$ cat config.mk
export PLATFORM = sky130hd
export DESIGN_NAME = smt_iq_alloc
export DESIGN_NICKNAME = d
export VERILOG_FILES = /design/src/rtl/smt_iq_pkg.sv /design/src/rtl/smt_iq_limit.sv /design/src/rtl/smt_iq_thread_ctr.sv /design/src/rtl/smt_iq_alloc.sv
export SDC_FILE = /design/constraint.sdc
export NUM_CORES = 1
export LEC_CHECK = 0
export CAP_MARGIN = 20
export CORE_MARGIN = 2
export CORE_UTILIZATION = 52
export CTS_CLUSTER_SIZE = 25
export DETAILED_ROUTE_END_ITERATION = 10
export GPL_TIMING_DRIVEN = 0
export PLACE_DENSITY = 0.78
export SETUP_SLACK_MARGIN = 0.05
export SLEW_MARGIN = 40
export SYNTH_ARGS = -nofsm -noshare
export SYNTH_HDL_FRONTEND = slang
export SYNTH_SLANG_ARGS = --single-unit
$ cat constraint.sdc
create_clock -name clk -period 7.31 [get_ports clk]
set_input_delay 1.462 -clock clk [delete_from_list [all_inputs] [get_ports clk]]
set_output_delay 1.462 -clock clk [all_outputs]
set_load 0.005 [all_outputs]
$ cat src/rtl/smt_iq_pkg.sv
package smt_iq_pkg;
   typedef enum logic [1:0] {
      SHARE_DYNAMIC   = 2'd0,
      SHARE_PARTITION = 2'd1,
      SHARE_THRESHOLD = 2'd2
   } share_policy_e;
endpackage

$ cat src/rtl/smt_iq_limit.sv
module smt_iq_limit #(
   parameter int NUM_THREADS = 4,
   parameter int NUM_ENTRIES = 16,
   parameter int THRESH_PCT  = 40,
   parameter smt_iq_pkg::share_policy_e POLICY = smt_iq_pkg::SHARE_PARTITION,
   localparam int CW = $clog2(NUM_ENTRIES + 1),
   localparam int AW = $clog2(NUM_THREADS + 1)
) (
   input  logic [NUM_THREADS-1:0] active_mask,
   output logic [CW-1:0]          limit
);
   localparam int THR_LIM = (NUM_ENTRIES * THRESH_PCT) / 100;

   generate
      if (POLICY == smt_iq_pkg::SHARE_DYNAMIC) begin : g_dyn
         logic unused_mask;
         assign unused_mask = ^active_mask;
         assign limit = CW'(NUM_ENTRIES);
      end else begin : g_counted
         logic [AW-1:0] active_cnt;
         always_comb begin
            active_cnt = '0;
            for (int i = 0; i < NUM_THREADS; i++)
               active_cnt = active_cnt + AW'(active_mask[i]);
         end
         if (POLICY == smt_iq_pkg::SHARE_PARTITION) begin : g_part
            always_comb begin
               limit = CW'(NUM_ENTRIES / NUM_THREADS);
               for (int k = 1; k <= NUM_THREADS; k++)
                  if (active_cnt == AW'(k)) limit = CW'(NUM_ENTRIES / k);
            end
         end else begin : g_thr
            assign limit = (active_cnt == AW'(1)) ? CW'(NUM_ENTRIES) : CW'(THR_LIM);
         end
      end
   endgenerate
endmodule

$ cat src/rtl/smt_iq_thread_ctr.sv
module smt_iq_thread_ctr #(
   parameter int NUM_ENTRIES = 16,
   localparam int CW = $clog2(NUM_ENTRIES + 1),
   localparam int DW = CW + 2
) (
   input  logic          clk,
   input  logic          rst_n,
   input  logic [CW-1:0] limit,
   input  logic          inc,
   input  logic          rel_issue,
   input  logic          rel_done,
   input  logic [CW-1:0] sq_cnt,
   output logic [CW-1:0] occ,
   output logic [CW-1:0] free_cnt,
   output logic          full,
   output logic [CW-1:0] applied
);
   logic [DW-1:0] sum_w, dec_w, applied_w;

   assign sum_w     = DW'(occ) + DW'(inc);
   assign dec_w     = DW'(rel_issue) + DW'(rel_done) + DW'(sq_cnt);
   assign applied_w = (dec_w > sum_w) ? sum_w : dec_w;
   assign applied   = CW'(applied_w);

   always_ff @(posedge clk or negedge rst_n) begin
      if (!rst_n) occ <= '0;
      else        occ <= CW'(sum_w - applied_w);
   end

   assign free_cnt = (limit > occ) ? (limit - occ) : '0;
   assign full     = (free_cnt == '0);
endmodule

$ cat src/rtl/smt_iq_alloc.sv
module smt_iq_alloc #(
   parameter int NUM_THREADS = 4,
   parameter int NUM_ENTRIES = 16,
   parameter int THRESH_PCT  = 40,
   parameter smt_iq_pkg::share_policy_e POLICY = smt_iq_pkg::SHARE_PARTITION,
   localparam int CW = $clog2(NUM_ENTRIES + 1),
   localparam int TW = (NUM_THREADS > 1) ? $clog2(NUM_THREADS) : 1
) (
   input  logic                      clk,
   input  logic                      rst_n,
   input  logic [NUM_THREADS-1:0]    active_mask,
   input  logic                      alloc_valid,
   input  logic [TW-1:0]             alloc_tid,
   input  logic                      alloc_mem,
   output logic                      alloc_grant,
   output logic                      alloc_err,
   input  logic                      issue_valid,
   input  logic [TW-1:0]             issue_tid,
   input  logic                      issue_mem,
   input  logic                      done_valid,
   input  logic [TW-1:0]             done_tid,
   input  logic                      squash_valid,
   input  logic [TW-1:0]             squash_tid,
   input  logic [CW-1:0]             squash_cnt,
   output logic [CW-1:0]             global_free,
   output logic                      global_full,
   output logic [NUM_THREADS*CW-1:0] thread_free,
   output logic [NUM_THREADS-1:0]    thread_full
);
   localparam int GW = CW + TW + 2;

   if (NUM_THREADS < 1 || NUM_ENTRIES < NUM_THREADS) begin : g_bad_size
      $error("smt_iq_alloc: entry count must be at least the thread count");
   end
   if (THRESH_PCT < 1 || THRESH_PCT > 100 ||
       (NUM_ENTRIES * THRESH_PCT) / 100 < 1) begin : g_bad_pct
      $error("smt_iq_alloc: percentage cap must give at least one entry");
   end

   logic                      unused_alloc_mem;
   logic [CW-1:0]             limit;
   logic [NUM_THREADS*CW-1:0] occ_flat;
   logic [NUM_THREADS*CW-1:0] applied_flat;
   logic [GW-1:0]             rel_sum;
   logic [GW-1:0]             gfree_n;

   assign unused_alloc_mem = alloc_mem;

   smt_iq_limit #(
      .NUM_THREADS(NUM_THREADS), .NUM_ENTRIES(NUM_ENTRIES),
      .THRESH_PCT(THRESH_PCT), .POLICY(POLICY)
   ) u_limit (
      .active_mask(active_mask),
      .limit(limit)
   );

   assign global_full = (global_free == '0);
   assign alloc_grant = alloc_valid && !global_full &&
                        (32'(alloc_tid) < NUM_THREADS) && !thread_full[alloc_tid];

   for (genvar t = 0; t < NUM_THREADS; t++) begin : g_thr
      logic          inc_t, rel_issue_t, rel_done_t;
      logic [CW-1:0] sq_t;
      assign inc_t       = alloc_grant && (alloc_tid == TW'(t));
      assign rel_issue_t = issue_valid && !issue_mem && (issue_tid == TW'(t));
      assign rel_done_t  = done_valid && (done_tid == TW'(t));
      assign sq_t        = (squash_valid && (squash_tid == TW'(t))) ? squash_cnt : '0;

      smt_iq_thread_ctr #(.NUM_ENTRIES(NUM_ENTRIES)) u_ctr (
         .clk(clk),
         .rst_n(rst_n),
         .limit(limit),
         .inc(inc_t),
         .rel_issue(rel_issue_t),
         .rel_done(rel_done_t),
         .sq_cnt(sq_t),
         .occ(occ_flat[t*CW +: CW]),
         .free_cnt(thread_free[t*CW +: CW]),
         .full(thread_full[t]),
         .applied(applied_flat[t*CW +: CW])
      );
   end

   always_comb begin
      rel_sum = '0;
      for (int t = 0; t < NUM_THREADS; t++)
         rel_sum = rel_sum + GW'(applied_flat[t*CW +: CW]);
   end

   assign gfree_n = GW'(global_free) - GW'(alloc_grant) + rel_sum;

   always_ff @(posedge clk or negedge rst_n) begin
      if (!rst_n) begin
         global_free <= CW'(NUM_ENTRIES);
         alloc_err   <= 1'b0;
      end else begin
         global_free <= CW'(gfree_n);
         alloc_err   <= alloc_valid && !alloc_grant;
      end
   end
endmodule

Yosys cells after proc, flatten, opt, wreduce, memory -nomap -nowiden
Cells that the tools add are included.
{"block": "classes", "n_lt_le_gt_ge": 9, "n_mux": 18, "reduce_logical": 33, "n_addsub": 28, "eq_ne": 16}
{"cell": "two-way mux 5 bit", "count": 16}
{"cell": "subtractor 5 bit", "count": 8}
{"cell": "greater-than comparator 7 x 6 -> 1 bit", "count": 4}
{"cell": "zero test 5 bit", "count": 5}
{"cell": "adder 2 x 5 -> 6 bit", "count": 4}
{"cell": "adder 5 x 1 -> 6 bit", "count": 4}
{"cell": "adder 5 bit", "count": 4}
{"cell": "greater-than comparator 5 bit", "count": 4}
{"cell": "logical AND 1 bit", "count": 20}
{"cell": "== test 2 bit (second input constant)", "count": 8}
{"cell": "adder 1 x 1 -> 2 bit", "count": 5}
{"cell": "== test 2 x 1 -> 1 bit (second input constant)", "count": 4}
{"cell": "zero test 2 bit", "count": 4}
{"cell": "adder 3 x 1 -> 3 bit", "count": 2}
{"cell": "== test 3 x 2 -> 1 bit (second input constant)", "count": 2}
{"cell": "subtractor 5 x 1 -> 5 bit", "count": 1}
{"cell": "zero test 1 bit", "count": 4}
{"cell": "== test 3 x 1 -> 1 bit (second input constant)", "count": 1}
{"cell": "== test 3 bit (second input constant)", "count": 1}
{"cell": "less-than comparator 2 x 3 -> 1 bit (second input constant)", "count": 1}
{"cell": "binary-select mux 1 bit (select 2 bit)", "count": 1}
{"cell": "two-way mux 1 bit", "count": 1}
{"block": "word_totals", "ff_bits": 26, "out_inout_bits": 32, "inputBits": 25, "word_cells": 110}

Depth between registers and ports, before layout
Gate-level depths: netlist (run 1).
{"block": "logic_depth", "word_depth": 23, "depth_mapped": 37, "mapped_depth_nobuf": 37}

Modules after synthesis
Synthesis (run 1) repeated with hierarchy kept, for this count alone.
{"block": "unflattened", "cells_unflattened": 542, "hier_area_um2": 4770.8}
{"mod": "smt_iq_thread_ctr (g_thr[0].u_ctr ...)", "area_per_inst_um2": 923.4, "seq_area_each_um2": 125.1, "cells_each": 107, "n_inst": 3}
{"mod": "smt_iq_alloc", "area_per_inst_um2": 957.2, "seq_area_each_um2": 151.4, "cells_each": 100, "n_inst": 1}
{"mod": "smt_iq_thread_ctr (g_thr[1].u_ctr)", "area_per_inst_um2": 947.2, "seq_area_each_um2": 125.1, "cells_each": 111, "n_inst": 1}
{"mod": "smt_iq_limit", "area_per_inst_um2": 96.3, "seq_area_each_um2": 0.0, "cells_each": 10, "n_inst": 1}

Worst setup path after synthesis (run 1)
Ideal clock, no wire load.
{"block": "synth_timing", "kind": "input -> register", "startpoint": "in active_mask[0]", "endpoint": "reg global_free[4]", "required_ps": 7220, "path_stages": 34, "setup_ps": 90, "path_buffers": 0, "t_arrival_ps": 9054, "setup_slack_ps": -1834, "path_cell_list": "ha_1 -> fa_1 -> ha_1 -> nor3b_1 -> ha_1 -> a21o_1 -> a41o_1 -> o221ai_1 -> a21oi_1 -> a21oi_1 -> nor3_1 -> ha_1 -> ha_1 -> inv_1 -> ha_1 -> nor2b_1 -> o21a_1 -> o21a_1 -> o21ai_1 -> a21oi_1 -> mux2_2 -> fa_1 -> fa_1 -> inv_1 -> fa_1 -> inv_1 -> ha_1 -> inv_1 -> fa_1 -> xnor2_1 -> xnor2_1 -> xnor2_1 -> xnor2_1 -> xnor3_1"}
{"block": "synth_via", "elab_chain_len": 23, "word_cells_on_any_way": 52, "cone_classes": "add/sub: 16; order compare: 8; eq/ne: 4; mux: 14; reduce/logical: 10"}
{"element": "start: declaration", "line_no": "smt_iq_alloc.sv:11", "source": "input logic [NUM_THREADS-1:0] active_mask,"}
{"element": "adder 1 x 1 -> 2 bit (*)", "line_no": "smt_iq_limit.sv:24", "source": "active_cnt = active_cnt + AW'(active_mask[i]);"}
{"element": "adder 3 x 1 -> 3 bit (*) (2 in a row)", "line_no": "smt_iq_limit.sv:24"}
{"element": "== test 3 x 1 -> 1 bit", "line_no": "smt_iq_limit.sv:30", "source": "if (active_cnt == AW'(k)) limit = CW'(NUM_ENTRIES / k);"}
{"element": "two-way mux 5 bit (3 in a row)", "line_no": "smt_iq_limit.sv:30"}
{"element": "two-way mux 5 bit (*)", "line_no": "smt_iq_limit.sv:30"}
{"element": "subtractor 5 bit / greater-than comparator 5 bit (equally long branches)", "line_no": "smt_iq_thread_ctr.sv:30", "source": "assign free_cnt = (limit > occ) ? (limit - occ) : '0;"}
{"element": "two-way mux 5 bit (*)", "line_no": "smt_iq_thread_ctr.sv:30"}
{"element": "zero test 5 bit (*)", "line_no": "smt_iq_thread_ctr.sv:31", "source": "assign full = (free_cnt == '0);"}
{"element": "named net g_thr[3].u_ctr.full", "line_no": "smt_iq_thread_ctr.sv:15", "source": "output logic full,"}
{"element": "[... 3 more ...]"}
{"element": "logical AND 1 bit (*)", "line_no": "smt_iq_alloc.sv:59", "source": "(32'(alloc_tid) < NUM_THREADS) && !thread_full[alloc_tid];"}
{"element": "logical AND 1 bit", "line_no": "smt_iq_alloc.sv:64", "source": "assign inc_t = alloc_grant && (alloc_tid == TW'(t));"}
{"element": "adder 5 x 1 -> 6 bit", "line_no": "smt_iq_thread_ctr.sv:20", "source": "assign sum_w = DW'(occ) + DW'(inc);"}
{"element": "greater-than comparator 7 x 6 -> 1 bit", "line_no": "smt_iq_thread_ctr.sv:22", "source": "assign applied_w = (dec_w > sum_w) ? sum_w : dec_w;"}
{"element": "two-way mux 5 bit", "line_no": "smt_iq_thread_ctr.sv:22"}
{"element": "adder 5 bit (3 in a row)", "line_no": "smt_iq_alloc.sv:87", "source": "rel_sum = rel_sum + GW'(applied_flat[t*CW +: CW]);"}
{"element": "adder 5 bit (*)", "line_no": "smt_iq_alloc.sv:90", "source": "assign gfree_n = GW'(global_free) - GW'(alloc_grant) + rel_sum;"}
{"element": "named net gfree_n[4]", "line_no": "smt_iq_alloc.sv:45", "source": "logic [GW-1:0] gfree_n;"}
{"element": "end signal: assignment", "line_no": "smt_iq_alloc.sv:94", "source": "global_free <= CW'(NUM_ENTRIES);"}
{"element": "end signal: assignment", "line_no": "smt_iq_alloc.sv:97", "source": "global_free <= CW'(gfree_n);"}
{"element": "end: declaration", "line_no": "smt_iq_alloc.sv:25", "source": "output logic [CW-1:0] global_free,"}
Mark *: on every way through the listed nets, which the timed path passes. The rest lies on a longest branch. The select of a mux whose other input is x is not followed.

Final worst setup path (run 1)
{"block": "layout_timing", "startpoint": "in active_mask[1]", "endpoint": "reg global_free[4]"}
{"block": "layout_via", "elab_chain_len": 23, "word_cells_on_any_way": 52, "cone_classes": "add/sub: 16; order compare: 8; eq/ne: 4; mux: 14; reduce/logical: 10"}
{"element": "adder 1 x 1 -> 2 bit (*)", "line_no": "smt_iq_limit.sv:24"}
{"element": "adder 3 x 1 -> 3 bit (*) (2 in a row)", "line_no": "smt_iq_limit.sv:24"}
{"element": "== test 3 x 1 -> 1 bit", "line_no": "smt_iq_limit.sv:30"}
{"element": "two-way mux 5 bit (3 in a row)", "line_no": "smt_iq_limit.sv:30"}
{"element": "two-way mux 5 bit (*)", "line_no": "smt_iq_limit.sv:30"}
{"element": "subtractor 5 bit / greater-than comparator 5 bit (equally long branches)", "line_no": "smt_iq_thread_ctr.sv:30"}
{"element": "two-way mux 5 bit (*)", "line_no": "smt_iq_thread_ctr.sv:30"}
{"element": "zero test 5 bit (*)", "line_no": "smt_iq_thread_ctr.sv:31"}
{"element": "named net g_thr[1].u_ctr.full", "line_no": "smt_iq_thread_ctr.sv:15"}
{"element": "[... 3 more ...]"}
{"element": "logical AND 1 bit (*)", "line_no": "smt_iq_alloc.sv:59"}
{"element": "logical AND 1 bit", "line_no": "smt_iq_alloc.sv:64"}
{"element": "adder 5 x 1 -> 6 bit", "line_no": "smt_iq_thread_ctr.sv:20"}
{"element": "greater-than comparator 7 x 6 -> 1 bit", "line_no": "smt_iq_thread_ctr.sv:22"}
{"element": "two-way mux 5 bit", "line_no": "smt_iq_thread_ctr.sv:22"}
{"element": "adder 5 bit (3 in a row)", "line_no": "smt_iq_alloc.sv:87"}
{"element": "adder 5 bit (*)", "line_no": "smt_iq_alloc.sv:90"}
{"element": "named net gfree_n[4]", "line_no": "smt_iq_alloc.sv:45"}
Marks and branches as above.

==> metrics.md, run 1 <==
| Metric | Value |
|---|---|
| Outcome | finished with violations |
| Failing checks | negative setup slack |
| Cts bufs inserted | 3 |
| Yosys warning count | 0 |
| Antenna diode count | 0 |
| Final WS setup | -1.594 ns |
| Hold Crit Class | reg -> reg |
| Critical path fanouts, max | 6 |
| Share of cells above drive strength 1 | 29.32% |
| Yosys reg bits | 26 |
| Routability cong. | 0.9158 |
| Async SR Flop Fraction | 100.0% |
| Post-Syn Instances | 556 |
| CTS tree | done |
| Post-DP HPWL | 9283 um |
| Worst-Margin Slew | 0.8703 ns |
| Layout area overhead | 45.42% |
| Leak pwr | 3.025 nW |
| Pwr dens | 541.9 nW/um^2 |
| Vias in the first global route | 4,603 |
| Mapped cell area | 4564 sq um |
| WL/cell | 19.02 um |
| Starting DRT DRC Count | 247 |
| GRT met3 Usage | 2.878% |
| Root Buffer | clkbuf_8 |
| Fillers | 525 |
| Port Buffers | 53 |
| Total power | 3.597 mW |
| Vias/cell | 5.966 |
| Final WL | 14,700 um |
| M2 GR Usage | 46.84% |
| GR Overflow Total | 0 |
| Fin crit period | 8.904 ns |
| Post-synth EDFFs | 0 |
| Routing usage on met1 | 32.62% |
| Die ar. | 9543 sq um |
| Count of pins over their slew limit | 0 |
| CP endpoint kind | flop |
| Largest net degree at the start of global routing | 27 |
| CORE AREA | 8636 sq um |
| Row cnt | 34 |
| IO Count | 57 |
| Syn avg cell area | 8.209 sq um |
| Register area share after synthesis | 14.28% |
| Gr busiest metal | met2 |
| Primary FF master, synth | dfrtp_1 |
| WP data arrival | 9.11 ns |
| Nets | 787 |
| RSZ-0062 raised after global routing | yes |
| All-Layer GR Usage | 26.67% |
| DR pass1 iterations | 5 |
| Via count | 4,612 |
| Die H | 97.69 um |
| Initial antenna violation count | 0 |
| First-pass GRT wire length | 20,960 um |
| Fin. Hold Viols | 0 |
| Drt drc | 0 |
| Crit path top cell by count | xnor2_1 |
| Synth unique cells | 52 |
| Startpoint Class | primary input |
| Antenna viol nets, final | 0 |
| Max_slew headroom | 41.36% |
| Final setup vio count | 4 |
| CTS Hold Buffers Added | 0 |
| Worst Path Required | 7.52 ns |
| Worst path max stage delay | 0.52 ns |
| Clock transition at path regs | 0.09 ns |
| Fmax | 112.3 MHz |
| Worst clock skew | 0.004687 ns |
| Slowest stage cell, crit path | fa_2 |
| Max cap viols | 0 |
| Setup_tns | -3.104 ns |
| Die width | 97.69 um |
| Period utilization | 121.8% |
| Path type of the worst setup path | in -> reg |
| H-tree level count | 1 |
| Clock sinks | 26 |
| Clock Latency Late Sink | 0.28 ns |
| Peak VDD IR | 0.0002425 V |
| Initial Util | 52.85% |
| Post-synth net total | 677 |
| Maximum clock path buffer count | 2 |
## power breakdown
part	leakage (nW)	internal [mW]	switching (mW)
combinational	2.70	1.61	1.54
sequential	0.305	0.248	0.112
clock	0.0228	0.0392	0.0489
total	3.02	1.90	1.70
## per-layer routing
metal	wire, um	vias to the layer above	share of wire [%]
li1	-	2108	-
met1	5879	2221	40
met2	7205	215	49
met3	762	68	5.2
met4	854	0	5.8
met5	0	-	0
## state kept, by name, summed over array words and instances, names as in the netlist
name             count
g_thr.u_ctr.occ     20
global_free          5
alloc_err            1
## layout make-up
class / count / area, sq um / share of cell area (%)
inverters: 94 / 360.3 / 5.429
flip-flops and latches: 26 / 651.9 / 9.821
multi-input cells: 428 / 4442 / 66.92
plain buffers: 8 / 48.80 / 0.7352
clock buffers: 4 / 45.04 / 0.6786
well taps: 108 / 135.1 / 2.036
repair buffers: 105 / 954.7 / 14.38
## synth_stat cells (2+ instances only)
cell type  count  area, sq um
fa_1          21        420.4
or3_1          7        43.79
o2bb2ai_1      2        17.52
and3b_1        3        26.28
o211a_1        2        20.02
a211oi_1       3        22.52
dfrtp_1       25        625.6
nor2b_1        9        56.30
xor2_1        21        183.9
nor3b_1        6        45.04
o21a_1         8        60.06
buf_4          5        37.54
a21oi_1       30        150.1
nor2_1        37        138.9
inv_1         94        352.8
nor3_1         9        45.04
o22ai_1        2        12.51
clkbuf_1       3        11.26
mux2i_1        9        90.09
and2_1         3        18.77
nand3b_1       5        37.54
maj3_2         2        22.52
o22a_1         2        17.52
and3_1         6        37.54
nand2b_1       4        25.02
o21ai_0       18        90.09
nand2_1       32        120.1
nand4_1        2        12.51
o32a_1         2        20.02
nand3_1       25        125.1
or2_2          3        18.77
nand4b_1       2        17.52
o21ai_1        4        20.02
a31oi_1        4        25.02
xnor2_1       33        289.0
a21o_1        18        135.1
mux2_2         4        45.04
a41o_1         3        30.03
ha_1          75        938.4
## worst max-delay path, delay by kind of cell
kind	cells	cell delay [ns]
compound gates	8	1.56
simple gates	3	0.37
buf+inv	7	0.83
xor+xnor	6	1.13
fa+ha+maj	11	3.72
## per-stage QoR
stage	std cells	hold WS (ns)	utilization (%)	setup slack (ns)	cell area, sq um
after detailed placement	717	0.6152	63.27	-2.665	5464
after global routing	773	0.7291	76.86	-1.812	6638
after global placement	717	0.6038	63.33	-2.569	5469
after CTS	758	0.6766	72.05	-1.343	6222
final	773	0.7240	76.86	-1.594	6638
after floorplan	556	0.5763	-	-1.250	4803
## layout by cell type (no fill, tap or decap), types with 4 or more instances in the layout
master           instances
a21o_1                  18
a21oi_1                 17
a21oi_2                  9
a21oi_4                  4
and3_1                   5
buf_4                   49
buf_6                    9
clkbuf_1                 4
clkdlybuf4s50_1         48
dfrtp_1                 25
fa_1                    16
fa_2                     5
ha_1                    42
ha_2                     8
ha_4                    25
inv_1                   82
inv_2                    9
mux2_4                   4
mux2i_1                  5
nand2_1                 30
nand3_1                 18
nand3_4                  4
nand3b_1                 5
nor2_1                  36
nor2b_1                  6
nor3_1                   8
nor3b_2                  4
o21a_1                   8
o21ai_0                  9
o21ai_1                  4
o21ai_2                  6
or3_1                    5
xnor2_1                 23
xnor2_2                  6
xnor2_4                  4
xor2_1                  19
## path summary, 6_finish.rpt
path,start,to,slack [ns],depth (start not counted)
worst max-delay path,active_mask[1],global_free[4],-1.59,35
worst min register to register,global_free[0],global_free[0],0.72,1
min in group asynchronous,rst_n,g_thr[2].u_ctr.occ[2],1.17,1
worst min-delay path,global_free[0],global_free[0],0.72,1
max in group asynchronous,rst_n,global_free[2],5.74,1
worst max register to register,g_thr[1].u_ctr.occ[3],global_free[4],0.24,30
## kinds of logic after synthesis
logic type / synth area share [%]
multiplexers: 2.961
AND/OR/NAND/NOR: 17.60
buffers and inverters: 8.799
flip-flops: 14.28
XOR/XNOR: 10.86
AO/OA/AOI/OAI: 15.24
adder cells (fa/ha/maj): 30.26
## timing repair
item | 4_1_cts | 5_1_grt
buffers inserted | 37 | 15
pin swaps | 53 | 34
resized for setup | 93 | 56
endpoints found under the setup margin | 21 | 8
(Power assumes the default switching activity.)
==> run 2: changes to the inputs <==
CAP_MARGIN = default   (was 20)
==> results of run 2 <==
Same layout as run 1: the final DEF is identical, and so are final timing and power.
